--- config.mk ---
export PLATFORM = sky130hd
export DESIGN_NAME = asram_ctrl
export DESIGN_NICKNAME = d
export VERILOG_FILES = /design/src/rtl/asram_pkg.sv /design/src/rtl/asram_fsm.sv /design/src/rtl/asram_we_gen.sv /design/src/rtl/asram_rd_cap.sv /design/src/rtl/asram_ctrl.sv
export SDC_FILE = /design/constraint.sdc
export NUM_CORES = 1
export LEC_CHECK = 0
export BUFFER_PORTS_ARGS = -buffer_cell sky130_fd_sc_hd__buf_2
export CELL_PAD_IN_SITES_DETAIL_PLACEMENT = 0
export CELL_PAD_IN_SITES_GLOBAL_PLACEMENT = 1
export CORE_ASPECT_RATIO = 2
export CORE_MARGIN = 4
export CORE_UTILIZATION = 35
export CTS_BUF_LIST = sky130_fd_sc_hd__clkbuf_2
export DETAILED_ROUTE_END_ITERATION = 10
export GPL_ROUTABILITY_DRIVEN = 0
export PLACE_DENSITY_LB_ADDON = 0.1
export SLEW_MARGIN = 40
export SYNTH_ARGS = -nofsm -noshare
export SYNTH_HDL_FRONTEND = slang
export SYNTH_HIERARCHICAL = 1
export SYNTH_SLANG_ARGS = --single-unit
export TNS_END_PERCENT = 30
--- constraint.sdc ---
create_clock -name clk -period 1.7 [get_ports clk]
set_input_delay 0.085 -clock clk [delete_from_list [all_inputs] [get_ports clk]]
set_output_delay 0.085 -clock clk [all_outputs]
set_load 0.02 [all_outputs]
--- src/rtl/asram_pkg.sv ---
package asram_pkg;

  typedef enum logic [2:0] {
    ST_IDLE,
    ST_RD,
    ST_W1,
    ST_W2,
    ST_W3,
    ST_TURN
  } ctl_state_e;

endpackage

--- src/rtl/asram_fsm.sv ---
module asram_fsm
  import asram_pkg::*;
#(
  parameter int ADDR_W       = 18,
  parameter int DATA_W       = 16,
  parameter bit WR_TWO_CYCLE = 1'b0
) (
  input  logic              clk,
  input  logic              rst,
  input  logic              req_valid,
  input  logic              req_write,
  input  logic [ADDR_W-1:0] req_addr,
  input  logic [DATA_W-1:0] req_wdata,
  output logic              req_ready,
  output logic              rd_cycle,
  output logic              we_low_req,
  output logic [ADDR_W-1:0] mem_addr,
  output logic              mem_ce_n,
  output logic              mem_oe_n,
  output logic [DATA_W-1:0] mem_dq_o,
  output logic              mem_dq_oe
);

  ctl_state_e st_q, st_d;
  logic       accept;

  assign req_ready = (st_q == ST_IDLE) || (st_q == ST_RD) || (st_q == ST_TURN);
  assign accept    = req_valid && req_ready;
  assign rd_cycle  = (st_q == ST_RD);

  always_comb begin
    st_d = st_q;
    unique case (st_q)
      ST_IDLE, ST_RD, ST_TURN:
        st_d = accept ? (req_write ? ST_W1 : ST_RD) : ST_IDLE;
      ST_W1:   st_d = ST_W2;
      ST_W2:   st_d = WR_TWO_CYCLE ? ST_TURN : ST_W3;
      ST_W3:   st_d = ST_TURN;
      default: st_d = ST_IDLE;
    endcase
  end

  // strobe request: sampled on a falling edge in the short mode, on a rising edge otherwise
  generate
    if (WR_TWO_CYCLE) begin : g_req_fall
      assign we_low_req = (st_q == ST_W1);
    end else begin : g_req_rise
      assign we_low_req = (st_d == ST_W2);
    end
  endgenerate

  always_ff @(posedge clk) begin
    if (rst) begin
      st_q      <= ST_IDLE;
      mem_addr  <= '0;
      mem_dq_o  <= '0;
      mem_ce_n  <= 1'b1;
      mem_oe_n  <= 1'b1;
      mem_dq_oe <= 1'b0;
    end else begin
      st_q <= st_d;
      if (accept) mem_addr <= req_addr;
      if (accept && req_write) mem_dq_o <= req_wdata;
      mem_ce_n  <= !((st_d == ST_RD) || (st_d == ST_W1) || (st_d == ST_W2) || (st_d == ST_W3));
      mem_oe_n  <= (st_d != ST_RD);
      mem_dq_oe <= (st_d == ST_W2) || (st_d == ST_W3);
    end
  end

  assert_bus_quiet_R8: assert property (@(posedge clk) disable iff (rst)
    mem_dq_oe |-> mem_oe_n);

  assert_turnaround_R9: assert property (@(posedge clk) disable iff (rst)
    $fell(mem_oe_n) |-> !$past(mem_dq_oe));

  assert_idle_deselect_R10: assert property (@(posedge clk) disable iff (rst)
    (st_q == ST_IDLE) |-> mem_ce_n);

endmodule

--- src/rtl/asram_we_gen.sv ---
module asram_we_gen #(
  parameter bit WR_TWO_CYCLE = 1'b0
) (
  input  logic clk,
  input  logic rst,
  input  logic we_low_req,
  output logic mem_we_n
);

  logic we_q;

  generate
    if (WR_TWO_CYCLE) begin : g_fall_edge
      always_ff @(negedge clk) begin
        if (rst) we_q <= 1'b1;
        else     we_q <= !we_low_req;
      end
    end else begin : g_rise_edge
      always_ff @(posedge clk) begin
        if (rst) we_q <= 1'b1;
        else     we_q <= !we_low_req;
      end
    end
  endgenerate

  assign mem_we_n = we_q;

endmodule

--- src/rtl/asram_rd_cap.sv ---
module asram_rd_cap #(
  parameter int DATA_W = 16
) (
  input  logic              clk,
  input  logic              rst,
  input  logic              rd_cycle,
  input  logic [DATA_W-1:0] mem_dq_i,
  output logic              rsp_valid,
  output logic [DATA_W-1:0] rsp_rdata
);

  always_ff @(posedge clk) begin
    if (rst) begin
      rsp_valid <= 1'b0;
      rsp_rdata <= '0;
    end else begin
      rsp_valid <= rd_cycle;
      if (rd_cycle) rsp_rdata <= mem_dq_i;
    end
  end

  assert_rsp_after_read_R2: assert property (@(posedge clk) disable iff (rst)
    rsp_valid |-> $past(rd_cycle));

endmodule

--- src/rtl/asram_ctrl.sv ---
module asram_ctrl #(
  parameter int ADDR_W       = 18,
  parameter int DATA_W       = 16,
  parameter bit WR_TWO_CYCLE = 1'b0
) (
  input  logic              clk,
  input  logic              rst,
  input  logic              req_valid,
  output logic              req_ready,
  input  logic              req_write,
  input  logic [ADDR_W-1:0] req_addr,
  input  logic [DATA_W-1:0] req_wdata,
  output logic              rsp_valid,
  output logic [DATA_W-1:0] rsp_rdata,
  output logic [ADDR_W-1:0] mem_addr,
  output logic              mem_ce_n,
  output logic              mem_we_n,
  output logic              mem_oe_n,
  input  logic [DATA_W-1:0] mem_dq_i,
  output logic [DATA_W-1:0] mem_dq_o,
  output logic              mem_dq_oe
);

  logic rd_cycle;
  logic we_low_req;

  asram_fsm #(
    .ADDR_W(ADDR_W), .DATA_W(DATA_W), .WR_TWO_CYCLE(WR_TWO_CYCLE)
  ) u_fsm (
    .clk(clk), .rst(rst),
    .req_valid(req_valid), .req_write(req_write),
    .req_addr(req_addr), .req_wdata(req_wdata),
    .req_ready(req_ready), .rd_cycle(rd_cycle), .we_low_req(we_low_req),
    .mem_addr(mem_addr), .mem_ce_n(mem_ce_n), .mem_oe_n(mem_oe_n),
    .mem_dq_o(mem_dq_o), .mem_dq_oe(mem_dq_oe)
  );

  asram_we_gen #(.WR_TWO_CYCLE(WR_TWO_CYCLE)) u_we (
    .clk(clk), .rst(rst), .we_low_req(we_low_req), .mem_we_n(mem_we_n)
  );

  asram_rd_cap #(.DATA_W(DATA_W)) u_cap (
    .clk(clk), .rst(rst), .rd_cycle(rd_cycle), .mem_dq_i(mem_dq_i),
    .rsp_valid(rsp_valid), .rsp_rdata(rsp_rdata)
  );

  assert_addr_hold_R6: assert property (@(posedge clk) disable iff (rst)
    !mem_we_n |=> $stable(mem_addr));

  assert_select_with_strobe_R6: assert property (@(posedge clk) disable iff (rst)
    !mem_we_n |-> !mem_ce_n);

  assert_data_through_strobe_R7: assert property (@(posedge clk) disable iff (rst)
    !mem_we_n |=> (mem_dq_oe && $stable(mem_dq_o)));

  assert_single_pulse_R11: assert property (@(posedge clk) disable iff (rst)
    !mem_we_n |=> mem_we_n);

endmodule

Yosys cells after proc, flatten, opt, wreduce, memory -nomap -nowiden. Index checks and enable logic that the tools add are counted.

Word-level logic and storage cells: 34. Bits in registers: 58. Bits of input ports: 54. Output and inout port bits: 56.

Mux-type cells: 3. Reduce and logical (&&, ||, !) cells: 12. Equal/unequal tests: 10.

Operator list (count): $eq 3x2->1 const B (4); $pmux 3 s4 (1); $eq 3x3->1 const B (3); $eq 3x1->1 const B (2); $logic_or 1x1->1 (6); $logic_not 3->1 (1); $mux 3 (1); $ne 3x1->1 const B (1); $reduce_or 3->1 (1); $logic_and 1x1->1 (2); $logic_not 1->1 (2); $mux 2 (1).

Depth between registers and ports, before layout. Gate-level depths: netlist of run 1.

Depth in word-level cells: 11. Depth in mapped cells: 7. Mapped depth without buffers: 4.

Modules after synthesis. The synthesis of run 1 kept the hierarchy.

By module, submodules not included: asram_fsm (area an instance 1752.9 um^2, instances 1, seq. area each 800.8 um^2, cells an instance 189); asram_rd_cap (area an instance 608.1 um^2, instances 1, seq. area each 340.3 um^2, cells an instance 54); asram_we_gen (area an instance 26.3 um^2, instances 1, seq. area each 20.0 um^2, cells an instance 2).

Worst setup path before layout of run 1. No wires, ideal clock.

Kind: register to register. From: register u_fsm.st_q[1]. To: register u_cap.rsp_rdata[10]. Required time: 1.583 ns. Arrival: 1.179 ns. Library setup time: 0.117 ns. Buffers on the path: 3. Stages on the path, launching flop included: 8. Path slack: 0.404 ns. Clock period less this slack: 1.296 ns. Cell sequence: dfxtp_1 buf_4 nand2b_1 nor2_1 buf_6 buf_12 mux2i_1 nor2_1.

Cells in the longest elaborated chain, start to end: 1.

RTL lines: start: declaration (line asram_fsm.sv:24) `ctl_state_e st_q, st_d;`; start signal: assignment (line asram_fsm.sv:61) `st_q <= st_d;`; $eq 3x1->1 (line asram_fsm.sv:29) `assign rd_cycle = (st_q == ST_RD);`; via rd_cycle (line asram_ctrl.sv:24) `logic rd_cycle;`; end signal: assignment (line asram_rd_cap.sv:18) `if (rd_cycle) rsp_rdata <= mem_dq_i;`; end: declaration (line asram_rd_cap.sv:9) `output logic [DATA_W-1:0] rsp_rdata`.

The timed path passes the listed nets, and every way through them passes these cells. A chain may end at the register's enable or synchronous reset.

Final worst setup path of run 1.
From: register u_fsm.st_q[2]. To: output req_ready.

Cells in the longest elaborated chain, start to end: 3. Elaborated cells between the ends (all ways): 5. Classes of those cells: eq/ne: 2; reduce/logical: 3.

RTL lines: $eq 3x1->1 / $logic_not 3->1 (equally long branches) (line asram_fsm.sv:27) `assign req_ready = (st_q == ST_IDLE) || (st_q == ST_RD) || (st_q == ST_TURN);`; $logic_or 1x1->1 (line asram_fsm.sv:27); $logic_or 1x1->1 * (line asram_fsm.sv:27); end: declaration (line asram_ctrl.sv:9) `output logic req_ready,`.

Every way passes the cells marked *; elsewhere a longest branch is shown, timed or not.

==> results of run 1 <==
metal layers:
metal | GRT usage, % | vias to the layer above | part of all wire [%]
met5 | 0 | - | 0
met1 | 20.1 | 1100 | 38
met3 | 4.33 | 11 | 6.8
met4 | 8.98 | 0 | 2.2
met2 | 30.9 | 92 | 53
li1 | - | 1182 | -
critical path: stages (launching register included):
cell     delay [ns]
dfxtp_2        0.40
nor2b_4        0.18
buf_12         0.18
nor2_1         0.06
buf_2          0.17
cell type report:
cell class,count,share of cell area (%)
clock inverters,1,0.106
multi-input cells,157,28.4
clock buffers,13,1.84
well taps,88,3.11
flip-flops and latches,58,32.9
inverters,2,0.212
repair buffers,171,33.4
placed cells by master, fill, tap and decap left out:
master / instances
clkinv_1: 1
nand4_1: 17
nor2_2: 1
nand3b_1: 1
o21ai_1: 18
nor2_1: 19
a21oi_1: 36
mux2i_1: 16
or2_1: 1
buf_12: 2
buf_4: 7
dfxtp_2: 2
o31ai_1: 4
a211oi_1: 1
o21bai_1: 1
buf_2: 109
dfxtp_1: 56
clkbuf_16: 1
a211o_1: 1
nand2b_4: 1
o31ai_2: 12
inv_1: 1
nor2b_2: 1
dlygate4sd3_1: 52
nor2b_4: 1
inv_2: 1
nand2b_1: 6
clkbuf_2: 13
nor2b_1: 1
nand3_1: 19
power groups by stage:
| stage | logic, uW | registers, uW | clock network, uW |
|---|---|---|---|
| CTS | 608 | 1480 | 694 |
| global placement | 512 | 1510 | 0 |
| finish | 607 | 1480 | 655 |
| detailed placement | 516 | 1510 | 0 |
| global route | 666 | 1490 | 756 |
| floorplan | 265 | 1600 | 0 |
flip-flops by register name, indices dropped and copies added, names as in the netlist:
name,flops
u_fsm/st_q,3
u_cap/rsp_rdata,16
u_fsm/mem_dq_o,16
u_fsm/mem_dq_oe,1
u_fsm/mem_addr,18
u_fsm/mem_oe_n,1
u_fsm/mem_ce_n,1
u_we/mem_we_n,1
u_cap/rsp_valid,1
cells in the mapped netlist (2+ instances only):
library cell,count
nand4_1,17
o31ai_2,12
o21ai_1,18
a21oi_1,36
nor2b_1,2
buf_6,9
nor2_1,20
clkbuf_1,4
buf_4,6
nand3_1,19
o31ai_1,4
mux2i_1,16
buf_2,8
dfxtp_1,58
nand2b_1,6
worst min-delay path by stage:
stage | end | slack (ns) | cells past startpoint
2_1_floorplan | u_we/mem_we_n | 0.19 | 1
3_3_place_gp | u_cap/rsp_rdata[8] | 0.33 | 3
3_5_place_dp | u_cap/rsp_rdata[15] | 0.33 | 3
4_1_cts | u_fsm/mem_dq_o[9] | 0.001 | 3
5_1_grt | u_fsm/mem_dq_o[9] | 0.04 | 3
6_report | u_fsm/mem_dq_o[9] | 0.06 | 3
cell families after synthesis:
family	synth area share [%]
DFF	48.6
AOI/OAI and AO/OA	19.9
muxes	6.71
buffers and inverters	9.59
and+or+nand+nor	15.2
through the flow:
step	instance area [um^2]	worst slack [ns]	total power [uW]
floorplan	2390	0.404	1860
global placement	2920	0.395	2020
detailed placement	2920	0.384	2030
CTS	3510	0.0301	2790
global route	3540	0.0211	2920
finish	3540	0.148	2750
timing repair:
item	4_1_cts	5_1_grt
setup buffers	0	1
resized for setup	1	1
cloned	0	1
pin swaps	0	0
endpoints found under the hold margin	53	0
hold buffers	52	0
setup endpoints to repair	1	1
==> metrics.csv, run 1 <==
metric,value,unit
outcome,"finished, final reports clean",
Inst Count DP,422,
FF+latch area,1160,um^2
Switching Power,828,uW
"EDFF count, synth",0,
Slew @ Worst Pin,0.489,ns
Setup Viol. Count Final,0,
Crit. End Element,output pin,
HPWL Detailed,4420,um
largest net degree at the start of global routing,37,
IO buf count,109,
DR DRC count,0,
hold_sp,req_write,
first-pass iteration count of the detailed router,5,
P_int,1920,uW
Worst-path clk slew,0.15,ns
setup_tns,0,ns
WL final,7360,um
CTS Sinks,58,
area grow syn2layout,48.3,%
clock power share,23.9,%
reg2reg start,u_fsm/st_q[1],
Synth warnings,6,
PD cells,775,nW/um^2
Starting Density,36.1,%
fin cells,490,
Area contributors post-synth,"dfxtp_1, a21oi_1, mux2i_1",
Die Span Y,125,um
fmax,644,MHz
antenna diode count,0,
Seq pwr share,54.0,%
sequential area share after synthesis,48.6,%
hold violation count in the final report,0,
Worst Clk Skew,0.0158,ns
Max Slew Vio Count,0,
number of I/O pins,110,
vias,2385,
crit-path max FO,18,
Synth Area per Inst,9.74,um^2
async set or reset register ratio after synthesis,0,%
Final period util,91.3,%
Initial DRC Count,116,
Vias/cell,4.87,
H-tree Lvls,3,
final hold slack,0.0593,ns
fillers,678,
GRT overflow,0,
crit path kind,register to output pin,
Worst Path Arrival,1.47,ns
R2R setup slack,0.33,ns
Seq cells post-synth,58,
post-synth top area share,48.6,%
RSZ-0062 raised after global routing,false,
Syn Inst Count,245,
"Primary FF master, synth",dfxtp_1,
static leakage,0.00155,uW
Longest Clk Path Bufs,2,
Logic pwr share,22.1,%
worst min path class,primary input to register,
worst-case reg-to-reg path depth,3,
Netlist Area Pre-Place,2390,um^2
CP endpoint,req_ready,
share of layout cells above drive strength 1,37.6,%
Sw Ratio,30.2,%
vias in the first global route,2351,
Clock Tree Root,clkbuf_2,
crit path from,u_fsm/st_q[2],
Final ANT Viol Nets,0,
"Clk Latency, worst-skew pair",0.49,ns
first-pass GRT wire length,11500,um
initial antenna violation count,0,
fin util,53.5,%
CTS Buf Count,9,
leading area contributor after synthesis,dfxtp_1,
RR Endpoint,u_fsm/mem_dq_o[12],
crit start category,register,
gr usage total,18.1,%
# rows,42,
core area,6620,um^2
fin nets,453,
CTS tree,built,
die area,8290,um^2
footprint of the multi-input gates,1010,um^2
syn_nets,299,
Max-cap violations,0,
routed len/inst,15.0,um
max_slew headroom,67.4,%
Die Span X,66.4,um
post-synthesis cell type count,25,
fin crit period,1.55,ns
Peak VDD IR,0.418,mV
"Req. time, crit path",1.62,ns
Note: power is estimated with default switching activity, not from simulation.
==> run 2, diff against run 1 <==
Settings changed: CORE_UTILIZATION 35 to 31.
Clock period 1.7 ns to 1.34 ns, I/O delays scaled along.
==> run 2 against run 1 <==
Effect of this change:
- flip-flop and latch count did not move
- design area grew 2.6%
- clock skew is 0.0052 ns higher
- non-clock buffer count increased by 5
- die area increased by 12%
- clock-buffer cell count unchanged
- global-route usage is 1.8 points lower
- sequential power up 27%
- setup slack got worse by 0.089 ns
- critical endpoint is now u_cap/rsp_rdata[4]
- critical path type is now register to register
- largest cell class unchanged
==> metrics.csv, run 2 (synthesized netlist as in run 1, its figures left out) <==
metric,value,unit,change
vias in the first global route,2490,,was 2351
Crit. End Element,register,,was output pin
met1 usage in global routing,18.0,%,was 20.1%
most frequent cells in the layout,"buf_2, dfxtp_1, dlygate4sd3_1",,unchanged
core area,7540,um^2,was 6620 um^2
Max Slew Vio Count,0,,unchanged
max reg flops,18,,unchanged
Initial DRC Count,108,,was 116
Longest Clk Path Bufs,2,,unchanged
Peak VDD IR,0.481,mV,was 0.418 mV
Starting Density,31.6,%,was 36.1%
"Req. time, crit path",1.69,ns,was 1.62 ns
Worst-path clk slew,0.16,ns,was 0.15 ns
met3 Resource Use GR,3.97,%,was 4.33%
gr usage total,16.3,%,was 18.1%
footprint of the multi-input gates,1020,um^2,was 1010 um^2
die area,9250,um^2,was 8290 um^2
Slew @ Worst Pin,0.404,ns,was 0.489 ns
busiest grt layer,met2,,unchanged
CTS Sinks,58,,unchanged
fillers,771,,was 678
largest net degree at the start of global routing,36,,was 37
setup_tns,0,ns,unchanged
"Clk Latency, worst-skew pair",0.48,ns,was 0.49 ns
routed len/inst,14.6,um,was 15.0 um
post-route setup slack,0.0591,ns,was 0.148 ns
pre-CTS setup slack,0.0478,ns,was 0.384 ns
fin crit period,1.28,ns,
area grow syn2layout,52.1,%,was 48.3%
met2 Track Usage GR,28.6,%,was 30.9%
Setup Viol. Count Final,0,,unchanged
HPWL Detailed,4800,um,was 4420 um
hold violation count in the final report,0,,unchanged
GRT overflow,0,,unchanged
outcome,"finished, final reports clean",,unchanged
"most common cell after layout, fill and taps aside",buf_2,,unchanged
worst min path class,primary input to register,,unchanged
IO buf count,109,,unchanged
max_slew headroom,73.0,%,was 67.4%
RSZ-0062 raised after global routing,true,,was false
share of layout cells above drive strength 1,38.8,%,was 37.6%
FF+latch area,1170,um^2,was 1160 um^2
DR DRC count,0,,unchanged
Inst Count DP,432,,was 422
Max-cap violations,0,,unchanged
Die Span Y,132,um,was 125 um
first-pass iteration count of the detailed router,5,,unchanged
Die Span X,70.1,um,was 66.4 um
Final ANT Viol Nets,0,,unchanged
registers with the most flip-flops,"u_fsm/mem_addr x18, u_cap/rsp_rdata x16, u_fsm/mem_dq_o x16",,unchanged
# rows,45,,was 42
Vias/cell,4.85,,was 4.87
fin nets,458,,was 453
CTS tree,built,,unchanged
static leakage,0.00160,uW,was 0.00155 uW
initial antenna violation count,1,,was 0
Biggest register,u_fsm/mem_addr,,unchanged
Worst Clk Skew,0.0210,ns,was 0.0158 ns
vias,2437,,was 2385
fmax,781,MHz,
fin cells,502,,was 490
Tot Pwr,3530,uW,was 2750 uW
first-pass GRT wire length,12000,um,was 11500 um
number of I/O pins,110,,unchanged
H-tree Lvls,3,,unchanged
Final period util,95.6,%,
CTS Buf Count,9,,unchanged
final hold slack,0.352,ns,was 0.0593 ns
Clock Tree Root,clkbuf_2,,unchanged
PD cells,973,nW/um^2,was 775 nW/um^2
Worst Path Arrival,1.63,ns,was 1.47 ns
crit path kind,register to register,,was register to output pin
crit start category,register,,unchanged
crit-path max FO,17,,was 18
WL final,7330,um,was 7360 um
[run 2: worst paths after layout]
| path | startpoint | cells after the start | slack, ns | endpoint |
|---|---|---|---|---|
| worst max-delay path | u_fsm/st_q[1] | 5 | 0.06 | u_cap/rsp_rdata[4] |
| worst min-delay path | mem_dq_i[9] | 4 | 0.35 | u_cap/rsp_rdata[9] |
| worst max register to register | u_fsm/st_q[1] | 5 | 0.06 | u_cap/rsp_rdata[4] |
| worst min register to register | u_fsm/mem_dq_o[10] | 2 | 0.48 | u_fsm/mem_dq_o[10] |
[run 2: final cells by class]
type	instances	area share [%]
clock buffers	13	1.79
flip-flops and latches	58	32.2
repair buffers	176	34.4
inverters	2	0.207
well taps	94	3.24
clock inverters	1	0.103
diodes	1	0.0689
multi-input cells	157	28.0
[run 2: stage by stage]
| stage | util, % | cell area (um^2) |
|---|---|---|
| global route | 48.1 | 3630 |
| detailed placement | 39.5 | 2980 |
| global placement | 39.5 | 2980 |
| finish | 48.1 | 3630 |
| floorplan | - | 2390 |
| CTS | 48.0 | 3620 |
[run 2: worst max-delay path: stages, from the launching register on]
cell	delay, ns
dfxtp_4	0.40
nand2b_1	0.17
nor2_2	0.13
buf_12	0.19
mux2i_1	0.21
nor2_1	0.05
[run 2: power breakdown]
part,switching (uW),internal (uW)
Sequential,53.8,1820
Clock,597,252
Combinational,424,382
[run 2: metal layers]
metal	vias up	wire length (um)	part of all wire, %
met5	-	0	0
met4	0	128	1.7
met3	9	447	6.1
met2	79	3920	53
met1	1156	2840	39
li1	1193	-	-
[run 2: timing repair]
action,CTS,global route
hold buffers,53,0
pin swaps,0,1
endpoints found under the hold margin,55,0
setup buffers,3,0
gates resized for setup,8,6
endpoints found under the setup margin,1,44
